File: src/rtl/addr_chk_pkg.sv
package addr_chk_pkg;
  typedef enum logic [1:0] {
    CAUSE_NONE     = 2'd0,
    CAUSE_NONCANON = 2'd1,
    CAUSE_PRIV     = 2'd2
  } cause_e;
endpackage

File: src/rtl/addr_chk_sel.sv
// Decides which address bits are ignored, which must match the reference
// sign bit, and which privilege class the pointer belongs to.
module addr_chk_sel #(
  parameter int ADDR_W     = 64,
  parameter int NARROW_TOP = 47,
  parameter int WIDE_TOP   = 56
) (
  input  logic [ADDR_W-1:0] addr,
  input  logic              priv,
  input  logic              mask_user,
  input  logic              mask_sup,
  input  logic              wide,
  input  logic              mask_top,
  output logic [ADDR_W-1:0] ign,
  output logic [ADDR_W-1:0] chk,
  output logic              ref_bit,
  output logic              cls
);
  localparam int MSB = ADDR_W - 1;

  logic [ADDR_W-1:0] above_n, above_w, at_n, at_w;
  logic [ADDR_W-1:0] above, at_top, msb_only;

  for (genvar g = 0; g < ADDR_W; g++) begin : g_bnd
    assign above_n[g]  = (g > NARROW_TOP) ? 1'b1 : 1'b0;
    assign above_w[g]  = (g > WIDE_TOP)   ? 1'b1 : 1'b0;
    assign at_n[g]     = (g == NARROW_TOP) ? 1'b1 : 1'b0;
    assign at_w[g]     = (g == WIDE_TOP)   ? 1'b1 : 1'b0;
    assign msb_only[g] = (g == MSB)        ? 1'b1 : 1'b0;
  end

  logic top_bit, alt, men;

  always_comb begin
    above   = wide ? above_w : above_n;
    at_top  = wide ? at_w : at_n;
    top_bit = wide ? addr[WIDE_TOP] : addr[NARROW_TOP];
    alt     = mask_top && !priv && mask_user;
    cls     = alt ? top_bit : addr[MSB];
    men     = cls ? mask_sup : mask_user;
    ref_bit = alt ? top_bit : addr[MSB];
    if (alt)      ign = above;
    else if (men) ign = above & ~msb_only;
    else          ign = '0;
    chk = (above | at_top) & ~ign;
  end
endmodule

File: src/rtl/addr_chk_canon.sv
// Per-bit mismatch detection and tag replacement.
module addr_chk_canon #(
  parameter int ADDR_W = 64
) (
  input  logic [ADDR_W-1:0] addr,
  input  logic [ADDR_W-1:0] ign,
  input  logic [ADDR_W-1:0] chk,
  input  logic              ref_bit,
  output logic [ADDR_W-1:0] lin_addr,
  output logic              noncanon
);
  logic [ADDR_W-1:0] mism;

  for (genvar g = 0; g < ADDR_W; g++) begin : g_bit
    assign mism[g]     = chk[g] & (addr[g] ^ ref_bit);
    assign lin_addr[g] = ign[g] ? ref_bit : addr[g];
  end

  assign noncanon = |mism;
endmodule

File: src/rtl/addr_chk_reg.sv
// One-entry output register with valid/ready flow control.
module addr_chk_reg #(
  parameter int W = 67
) (
  input  logic         clk,
  input  logic         rst,
  input  logic         in_valid,
  output logic         in_ready,
  input  logic [W-1:0] in_data,
  output logic         out_valid,
  input  logic         out_ready,
  output logic [W-1:0] out_data
);
  assign in_ready = !out_valid || out_ready;

  always_ff @(posedge clk) begin
    if (rst)           out_valid <= 1'b0;
    else if (in_ready) out_valid <= in_valid;
  end

  always_ff @(posedge clk) begin
    if (in_valid && in_ready) out_data <= in_data;
  end
endmodule

File: src/rtl/addr_tag_check.sv
module addr_tag_check #(
  parameter int ADDR_W     = 64,
  parameter int NARROW_TOP = 47,
  parameter int WIDE_TOP   = 56
) (
  input  logic              clk,
  input  logic              rst,
  input  logic              in_valid,
  output logic              in_ready,
  input  logic [ADDR_W-1:0] in_addr,
  input  logic              in_priv,
  input  logic              cfg_mask_user,
  input  logic              cfg_mask_sup,
  input  logic              cfg_wide,
  input  logic              cfg_mask_top,
  output logic              out_valid,
  input  logic              out_ready,
  output logic [ADDR_W-1:0] out_addr,
  output logic              out_fault,
  output logic [1:0]        out_cause
);
  import addr_chk_pkg::*;

  localparam int PW = ADDR_W + 3;

  logic [ADDR_W-1:0] ign, chk, lin;
  logic ref_bit, cls, noncanon;
  cause_e cause;
  logic fault;

  addr_chk_sel #(.ADDR_W(ADDR_W), .NARROW_TOP(NARROW_TOP), .WIDE_TOP(WIDE_TOP)) u_sel (
    .addr(in_addr), .priv(in_priv), .mask_user(cfg_mask_user), .mask_sup(cfg_mask_sup),
    .wide(cfg_wide), .mask_top(cfg_mask_top), .ign(ign), .chk(chk),
    .ref_bit(ref_bit), .cls(cls)
  );

  addr_chk_canon #(.ADDR_W(ADDR_W)) u_canon (
    .addr(in_addr), .ign(ign), .chk(chk), .ref_bit(ref_bit),
    .lin_addr(lin), .noncanon(noncanon)
  );

  always_comb begin
    if (noncanon)            cause = CAUSE_NONCANON;
    else if (cls && !in_priv) cause = CAUSE_PRIV;
    else                     cause = CAUSE_NONE;
    fault = (cause != CAUSE_NONE);
  end

  logic [PW-1:0] pay_in, pay_out;
  assign pay_in = {fault, cause, lin};

  addr_chk_reg #(.W(PW)) u_reg (
    .clk(clk), .rst(rst), .in_valid(in_valid), .in_ready(in_ready),
    .in_data(pay_in), .out_valid(out_valid), .out_ready(out_ready), .out_data(pay_out)
  );

  assign out_fault = pay_out[PW-1];
  assign out_cause = pay_out[PW-2:PW-3];
  assign out_addr  = pay_out[ADDR_W-1:0];
endmodule

File: config.mk
export PLATFORM = sky130hd
export DESIGN_NAME = addr_tag_check
export DESIGN_NICKNAME = d
export VERILOG_FILES = /design/src/rtl/addr_chk_pkg.sv /design/src/rtl/addr_chk_sel.sv /design/src/rtl/addr_chk_canon.sv /design/src/rtl/addr_chk_reg.sv /design/src/rtl/addr_tag_check.sv
export SDC_FILE = /design/constraint.sdc
export NUM_CORES = 1
export LEC_CHECK = 0
export CAP_MARGIN = 30
export CORE_MARGIN = 1
export CORE_UTILIZATION = 38
export CTS_CLUSTER_DIAMETER = 200
export CTS_CLUSTER_SIZE = 28
export DETAILED_ROUTE_END_ITERATION = 8
export PLACE_DENSITY = 0.8
export SLEW_MARGIN = 40
export SYNTH_ARGS = -nofsm -noshare
export SYNTH_HDL_FRONTEND = slang
export SYNTH_SLANG_ARGS = --single-unit
File: constraint.sdc
create_clock -name clk -period 2.8 [get_ports clk]
set_input_delay 0.28 -clock clk [delete_from_list [all_inputs] [get_ports clk]]
set_output_delay 0.28 -clock clk [all_outputs]
set_load 0.01 [all_outputs]
==> qor.tcl, run 1 <==
set qor(cells_after_synth) 129
set qor(cts-resized-gates) 0
set qor(detailed_place_hpwl_mm) 4.448
set qor(syn_area_um2) 2491
set qor(drt-vias-per-instance) 4.871
set qor(drive_gt1_frac) 0.09091
set qor(grt_setup_unrepaired) {false}
set qor(finalSetupViolCount) 0
set qor(highest_layer) {met4}
set qor(holdCritStartpoint) {rst}
set qor(core.rowCount) 29
set qor(design_power_mw) 2.349
set qor(met3_length_um) 390
set qor(chipWidth_um) 82.97
set qor(cts.sink_count) 68
set qor(global_route.overflow_total) 0
set qor(antenna_cells) 0
set qor(syn-mean-instance-area_um2) 19.31
set qor(worst_setup_hold_path_clk_slew_ns) 0.07
set qor(cts-htree-levels) 3
set qor(worst_slew_margin_rel) 0.7132
set qor(fin_nets) 354
set qor(finalClockSkew_ns) 0.005673
set qor(die_height_um) 82.97
set qor(gp_congestion) 0.8156
set qor(layout.cells.most_common) {sky130_fd_sc_hd__clkdlybuf4s50_1}
set qor(num_io_pins) 142
set qor(crit_path_end_kind) {flop}
set qor(cts-buffers-inserted) 9
set qor(total_leakage_power_nw) 1.571
set qor(hold-path-endpoint) {u_reg.out_valid$_SDFFE_PP0N_}
set qor(wl_mm) 5.885
set qor(netlist_top_cells_area) {sky130_fd_sc_hd__edfxtp_1 81%, sky130_fd_sc_hd__a21o_1 4.8%, sky130_fd_sc_hd__mux2i_4 0.90%}
set qor(fin_setup_tns_ns) 0
set qor(area_delta_synth_final_pct) 68.86
set qor(worst_skew_late_latency_ns) 0.33
set qor(portBuffers) 141
set qor(global_route.usage.total) 0.1763
set qor(final_cell_mix) {141 x sky130_fd_sc_hd__clkdlybuf4s50_1, 67 x sky130_fd_sc_hd__edfxtp_1, 16 x sky130_fd_sc_hd__a21o_1, 10 x sky130_fd_sc_hd__clkbuf_8, 5 x sky130_fd_sc_hd__inv_1}
set qor(hold_path_depth) 2
set qor(rrSetupSlack_ns) 1.33
set qor(crit-reg2reg-capture) {u_reg.out_data[54]$_DFFE_PP_}
set qor(clock_path_buffers) 2
set qor(firstDrtPassIters) 6
set qor(netlist.top_cell.by_area) {sky130_fd_sc_hd__edfxtp_1}
set qor(cts_post_setup_buffers_inserted) 0
set qor(met2_length_mm) 3.177
set qor(tightest_slew_ns) 0.4279
set qor(r2r.worst_path.cells) 3
set qor(power_density_nw_per_um2) 558.5
set qor(critical_path_arrival_ns) 1.99
set qor(clock-root-buffer) {sky130_fd_sc_hd__clkbuf_8}
set qor(ys_seq_area_frac) 0.8157
set qor(number_of_antenna_violations_at_the_first_check_in_global_routing) 0
set qor(max_frequency_mhz) 558.1
set qor(drt-initial-drc-count) 80
set qor(timing.hold.worst.class) {primary input to flop}
set qor(status) {complete, no violations}
set qor(timing.max_cap.violations) 0
set qor(worstSetupStartpointType) {primary input}
set qor(synth_cell_type_count) 34
set qor(path_max_fanout) 9
set qor(yosys_warnings) 0
set qor(setup.worst_path.class) {primary input to flop}
set qor(detail-route-antenna-nets) 0
set qor(yosys_register_bits) 68
set qor(drc) 0
set qor(grt_start_max_net_pins) 57
set qor(ys_dominant_reg_cell) {sky130_fd_sc_hd__edfxtp_1}
set qor(met1_length_mm) 2.184
set qor(ys_async_rst_share) 0
set qor(required_ns) 2.99
set qor(grt_first_pass_wirelength_mm) 9.163
set qor(number_of_synthesized_flops_with_an_enable_pin) 67
set qor(num_vias) 1768
set qor(cts.hold.buffers_added) 0
set qor(wire_per_inst_um) 16.21
set qor(report.final.hold_viol_count) 0
set qor(fin_crit_ns) 1.792
set qor(timing.final.crit_share) 0.6400
set qor(design.core.area_um2) 6350
set qor(vdd.ir_drop.worst_uv) 342.9
set qor(floorplan.die_area_um2) 6883
set qor(floorplan.initialDensity) 0.3923
set qor(slew_violations) 0
set qor(grt_pass1_vias) 1774
set qor(tritoncts) {yes}
set qor(rr_startpoint) {u_reg.out_valid$_SDFFE_PP0N_}
set qor(synth_nets) 202
set qor(synth_top_area_share) 0.8076
[critical path, cell delays in order]
cell                              delay (ns)
sky130_fd_sc_hd__clkdlybuf4s50_1        0.53
sky130_fd_sc_hd__nand3b_1               0.22
sky130_fd_sc_hd__mux2i_2                0.43
sky130_fd_sc_hd__and2_1                 0.38
sky130_fd_sc_hd__a21o_1                 0.14
[kinds of logic (layout without fill, tap and decap cells)]
logic type / count (synthesis) / count (layout) / share of synthesized area
flip-flops: 68 / 68 / 0.8157
AO/OA/AOI/OAI: 28 / 28 / 0.09040
AND/OR/NAND/NOR: 21 / 21 / 0.05424
buffers and inverters: 8 / 165 / 0.01507
multiplexers: 4 / 4 / 0.02461
[flip-flops by register name, indices dropped and copies added (netlist names)]
name	cells
u_reg.out_valid	1
u_reg.out_data	67
[area by class of cell]
cell class	count	area [µm²]
Fill cell	462	2143
Multi-Input combinational cell	53	422.9
Clock inverter	5	52.55
Timing Repair Buffer	143	1439
Inverter	6	22.52
Sequential cell	68	2032
Tap cell	77	96.34
Clock buffer	11	141.4
[cells in the mapped netlist (2+ instances only)]
library cell               instances
sky130_fd_sc_hd__o211a_1           2
sky130_fd_sc_hd__nand4_1           2
sky130_fd_sc_hd__edfxtp_1         67
sky130_fd_sc_hd__a211oi_1          2
sky130_fd_sc_hd__and2_1            3
sky130_fd_sc_hd__nor4_1            2
sky130_fd_sc_hd__buf_4             2
sky130_fd_sc_hd__o211ai_1          2
sky130_fd_sc_hd__a21o_1           16
sky130_fd_sc_hd__nand2_1           3
sky130_fd_sc_hd__inv_1             5
[stage by stage]
| step | util | setup slack (ns) | instances | area [µm²] | hold slack (ns) |
|---|---|---|---|---|---|
| finish | 0.6625 | 1.008 | 363 | 4207 | 0.4834 |
| global route | 0.6625 | 0.9392 | 363 | 4207 | 0.4717 |
| CTS | 0.6625 | 1.039 | 363 | 4207 | 0.4688 |
| detailed placement | 0.6319 | 0.6963 | 347 | 4013 | 0.5360 |
| global placement | 0.6319 | 0.7308 | 347 | 4013 | 0.4949 |
| floorplan | - | 0.2730 | 129 | 2491 | 0.3491 |
[how the worst max path moves through the flow]
| stage | startpoint | endpoint | cells past startpoint |
|---|---|---|---|
| floorplan | u_reg.out_valid$_SDFFE_PP0N_ | u_reg.out_data[0]$_DFFE_PP_ | 2 |
| detailed placement | in_priv | u_reg.out_data[65]$_DFFE_PP_ | 5 |
| global placement | in_priv | u_reg.out_data[65]$_DFFE_PP_ | 5 |
| CTS | in_priv | u_reg.out_data[51]$_DFFE_PP_ | 5 |
| global route | in_priv | u_reg.out_data[51]$_DFFE_PP_ | 5 |
| finish | in_priv | u_reg.out_data[51]$_DFFE_PP_ | 5 |
[layer usage]
layer,track usage,vias up
met1,0.1909,827
met4,0.09875,0
met3,0.04672,13
li1,-,823
met2,0.3115,105
met5,0,-
[power by group]
part           internal, mW  total, mW  switching (mW)
Clock                 0.431      0.773           0.342
Sequential             1.20       1.21          0.0166
Combinational         0.223      0.362           0.139
(Power assumes the default switching activity.)
==> run 2: changes to the inputs <==
Clock period 2.8 ns to 1.83 ns, I/O delays scaled along.
==> run 2 against run 1 <==
  * Core utilization up 1.7 points
  * Clock skew down 0.0019 ns
  * Flip-flop and latch count unchanged
  * First-iteration DRC count down 39%
  * Final cell count up 2.8%
  * Total power up 58%
  * Clock power up 64%
  * Die area unchanged
==> qor.tcl, run 2 (same netlist as run 1, synthesis figures left out) <==
set qor(status) {complete, no violations}
set qor(tritoncts) {yes}
set qor(floorplan.initialDensity) 0.3923 ;# unchanged
set qor(total_leakage_power_nw) 1.632 ;# +3.9%
set qor(detailed_place_hpwl_mm) 4.314 ;# -3.0%
set qor(report.final.hold_viol_count) 0 ;# unchanged
set qor(timing.final.crit_share) 0.8701
set qor(grt_first_pass_wirelength_mm) 9.211 ;# +0.52%
set qor(cts-buffers-inserted) 9 ;# unchanged
set qor(cts-htree-levels) 3 ;# unchanged
set qor(global_route.usage.total) 0.1761 ;# -0.0001787
set qor(fin_crit_ns) 1.592
set qor(final.hold.worst_slack_ns) 0.3898 ;# -0.09354 ns
set qor(worst_slew_margin_rel) 0.7417 ;# +0.02851
set qor(rr_startpoint) {u_reg.out_valid$_SDFFE_PP0N_}
set qor(top_registers) {u_reg.out_data (67), u_reg.out_valid (1)}
set qor(setup.worst_path.class) {primary input to flop}
set qor(startpoint) {in_priv}
set qor(design_power_mw) 3.709 ;# +58%
set qor(fin_nets) 365 ;# +3.1%
set qor(path_max_fanout) 10 ;# +1
set qor(cts_post_setup_buffers_inserted) 0 ;# unchanged
set qor(r2r.worst_path.cells) 3 ;# unchanged
set qor(post-route-util) 0.6792 ;# +0.01675
set qor(portBuffers) 141 ;# unchanged
set qor(max_frequency_mhz) 628.1
set qor(cp_cell_sequence) {clkdlybuf4s50_1 -> and3b_4 -> buf_4 -> o31ai_1 -> buf_4 -> o221ai_2 -> o211ai_1}
set qor(crit_top_cell) {sky130_fd_sc_hd__buf_4}
set qor(design.core.area_um2) 6350 ;# unchanged
set qor(power_density_nw_per_um2) 860.1 ;# +54%
set qor(grt_start_max_net_pins) 36 ;# -37%
set qor(die_height_um) 82.97 ;# unchanged
set qor(regMostFlops) {u_reg.out_data}
set qor(cts-resized-gates) 0 ;# unchanged
set qor(drc) 0 ;# unchanged
set qor(rrSetupSlack_ns) 0.66 ;# -0.67 ns
set qor(crit_path_end) {u_reg.out_data[64]$_DFFE_PP_}
set qor(drt-vias-per-instance) 4.743 ;# -2.6%
set qor(layout.cells.most_common) {sky130_fd_sc_hd__clkdlybuf4s50_1}
set qor(grt_setup_unrepaired) {false}
set qor(drt-initial-drc-count) 49 ;# -39%
set qor(slew_violations) 0 ;# unchanged
set qor(wire_per_inst_um) 15.32 ;# -5.5%
set qor(crit_path_top_delay_cell) {sky130_fd_sc_hd__clkdlybuf4s50_1}
set qor(fin_setup_tns_ns) 0 ;# unchanged
set qor(antenna_cells) 0 ;# unchanged
set qor(num_vias) 1769 ;# +0.057%
set qor(chipWidth_um) 82.97 ;# unchanged
set qor(holdCritStartpoint) {rst}
set qor(worst_skew_late_latency_ns) 0.32 ;# about the same
set qor(timing.max_cap.violations) 0 ;# unchanged
set qor(clock-root-buffer) {sky130_fd_sc_hd__clkbuf_8}
set qor(final_cell_mix) {141 x sky130_fd_sc_hd__clkdlybuf4s50_1, 67 x sky130_fd_sc_hd__edfxtp_1, 16 x sky130_fd_sc_hd__a21o_1, 11 x sky130_fd_sc_hd__buf_4, 9 x sky130_fd_sc_hd__clkbuf_8}
set qor(clock_path_buffers) 2 ;# unchanged
set qor(global_route.overflow_total) 0 ;# unchanged
set qor(floorplan.die_area_um2) 6883 ;# unchanged
set qor(area_delta_synth_final_pct) 73.13
set qor(required_ns) 1.99 ;# -1.00 ns
set qor(worstSetupStartpointType) {primary input}
set qor(vdd.ir_drop.worst_uv) 550.7 ;# +61%
set qor(cts.hold.buffers_added) 0 ;# unchanged
set qor(tightest_slew_ns) 0.3852 ;# -0.04275 ns
set qor(critical_path.max_stage_delay_ns) 0.47 ;# -0.06 ns
set qor(finalClockSkew_ns) 0.003751 ;# -0.001922 ns
set qor(worst_setup_hold_path_clk_slew_ns) 0.07 ;# about the same
set qor(crit-reg2reg-capture) {u_reg.out_data[58]$_DFFE_PP_}
set qor(timing.hold.worst.class) {primary input to flop}
set qor(gp_congestion) 0.8050 ;# -1.3%
set qor(crit_path_end_kind) {flop}
set qor(number_of_antenna_violations_at_the_first_check_in_global_routing) 0 ;# unchanged
set qor(grt_pass1_vias) 1810 ;# +2.0%
set qor(wl_mm) 5.715 ;# -2.9%
set qor(finalSetupViolCount) 0 ;# unchanged
set qor(detail-route-antenna-nets) 0 ;# unchanged
set qor(core.rowCount) 29 ;# unchanged
set qor(cts.sink_count) 68 ;# unchanged
set qor(num_io_pins) 142 ;# unchanged
set qor(largest_reg_flops) 67 ;# unchanged
set qor(critical_path_arrival_ns) 1.75 ;# -0.24 ns
set qor(firstDrtPassIters) 6 ;# unchanged
set qor(drive_gt1_frac) 0.1216 ;# +0.03071
## run 2: changes by cell type in the layout (fill, tap and decap cells not counted), sizes merged
cell and change:
buf +11, bufinv +1, clkbuf -1, clkinv -1
## run 2: layout make-up
cell class	instances	area [µm²]
Inverter	6	22.52
Timing Repair Buffer	154	1534
Fill cell	445	2037
Multi-Input combinational cell	53	422.9
Sequential cell	68	2032
Clock buffer	10	127.6
Tap cell	77	96.34
Clock inverter	5	77.57
## run 2: routing by layer
| metal | share of wire | vias to the layer above | global-route usage |
|---|---|---|---|
| met5 | 0 | - | 0 |
| met4 | 0.020 | 0 | 0.1019 |
| met3 | 0.062 | 10 | 0.03777 |
| met2 | 0.54 | 86 | 0.3152 |
| met1 | 0.38 | 830 | 0.1917 |
| li1 | - | 843 | - |
## run 2: how the worst min path moves through the flow
stage	end	depth (start not counted)	slack (ns)
detailed placement	u_reg.out_valid$_SDFFE_PP0N_	2	0.52
global placement	u_reg.out_valid$_SDFFE_PP0N_	2	0.51
finish	u_reg.out_valid$_SDFFE_PP0N_	2	0.39
floorplan	u_reg.out_valid$_SDFFE_PP0N_	1	0.25
global route	u_reg.out_valid$_SDFFE_PP0N_	2	0.38
CTS	u_reg.out_valid$_SDFFE_PP0N_	2	0.37
## run 2: critical path: cells and delay by family
kind / cells / cell delay (ns)
and+or+nand+nor: 1 / 0.21
buffers and inverters: 3 / 0.83
AOI/OAI and AO/OA: 3 / 0.52
## run 2: per-stage QoR
step / cell area, µm² / setup WS, ns / cells
2_1_floorplan: 2492 / 0.03451 / 129
3_3_place_gp: 4108 / -0.06342 / 358
3_5_place_dp: 4108 / -0.08290 / 358
4_1_cts: 4313 / 0.2579 / 373
5_1_grt: 4313 / 0.1257 / 373
6_report: 4313 / 0.2378 / 373
## run 2: power breakdown
part	switching (mW)	internal [mW]	leakage, nW	total (mW)
combinational	0.215	0.362	0.874	0.577
sequential	0.0254	1.83	0.655	1.86
clock	0.519	0.755	0.102	1.27
total	0.760	2.95	1.63	3.71
==> run 3: changes to the inputs <==
Settings changed: ABC_CLOCK_PERIOD_IN_PS from default to 1830.
==> results of run 3 <==
The final DEF is identical to that of run 2; final timing and power are the same.
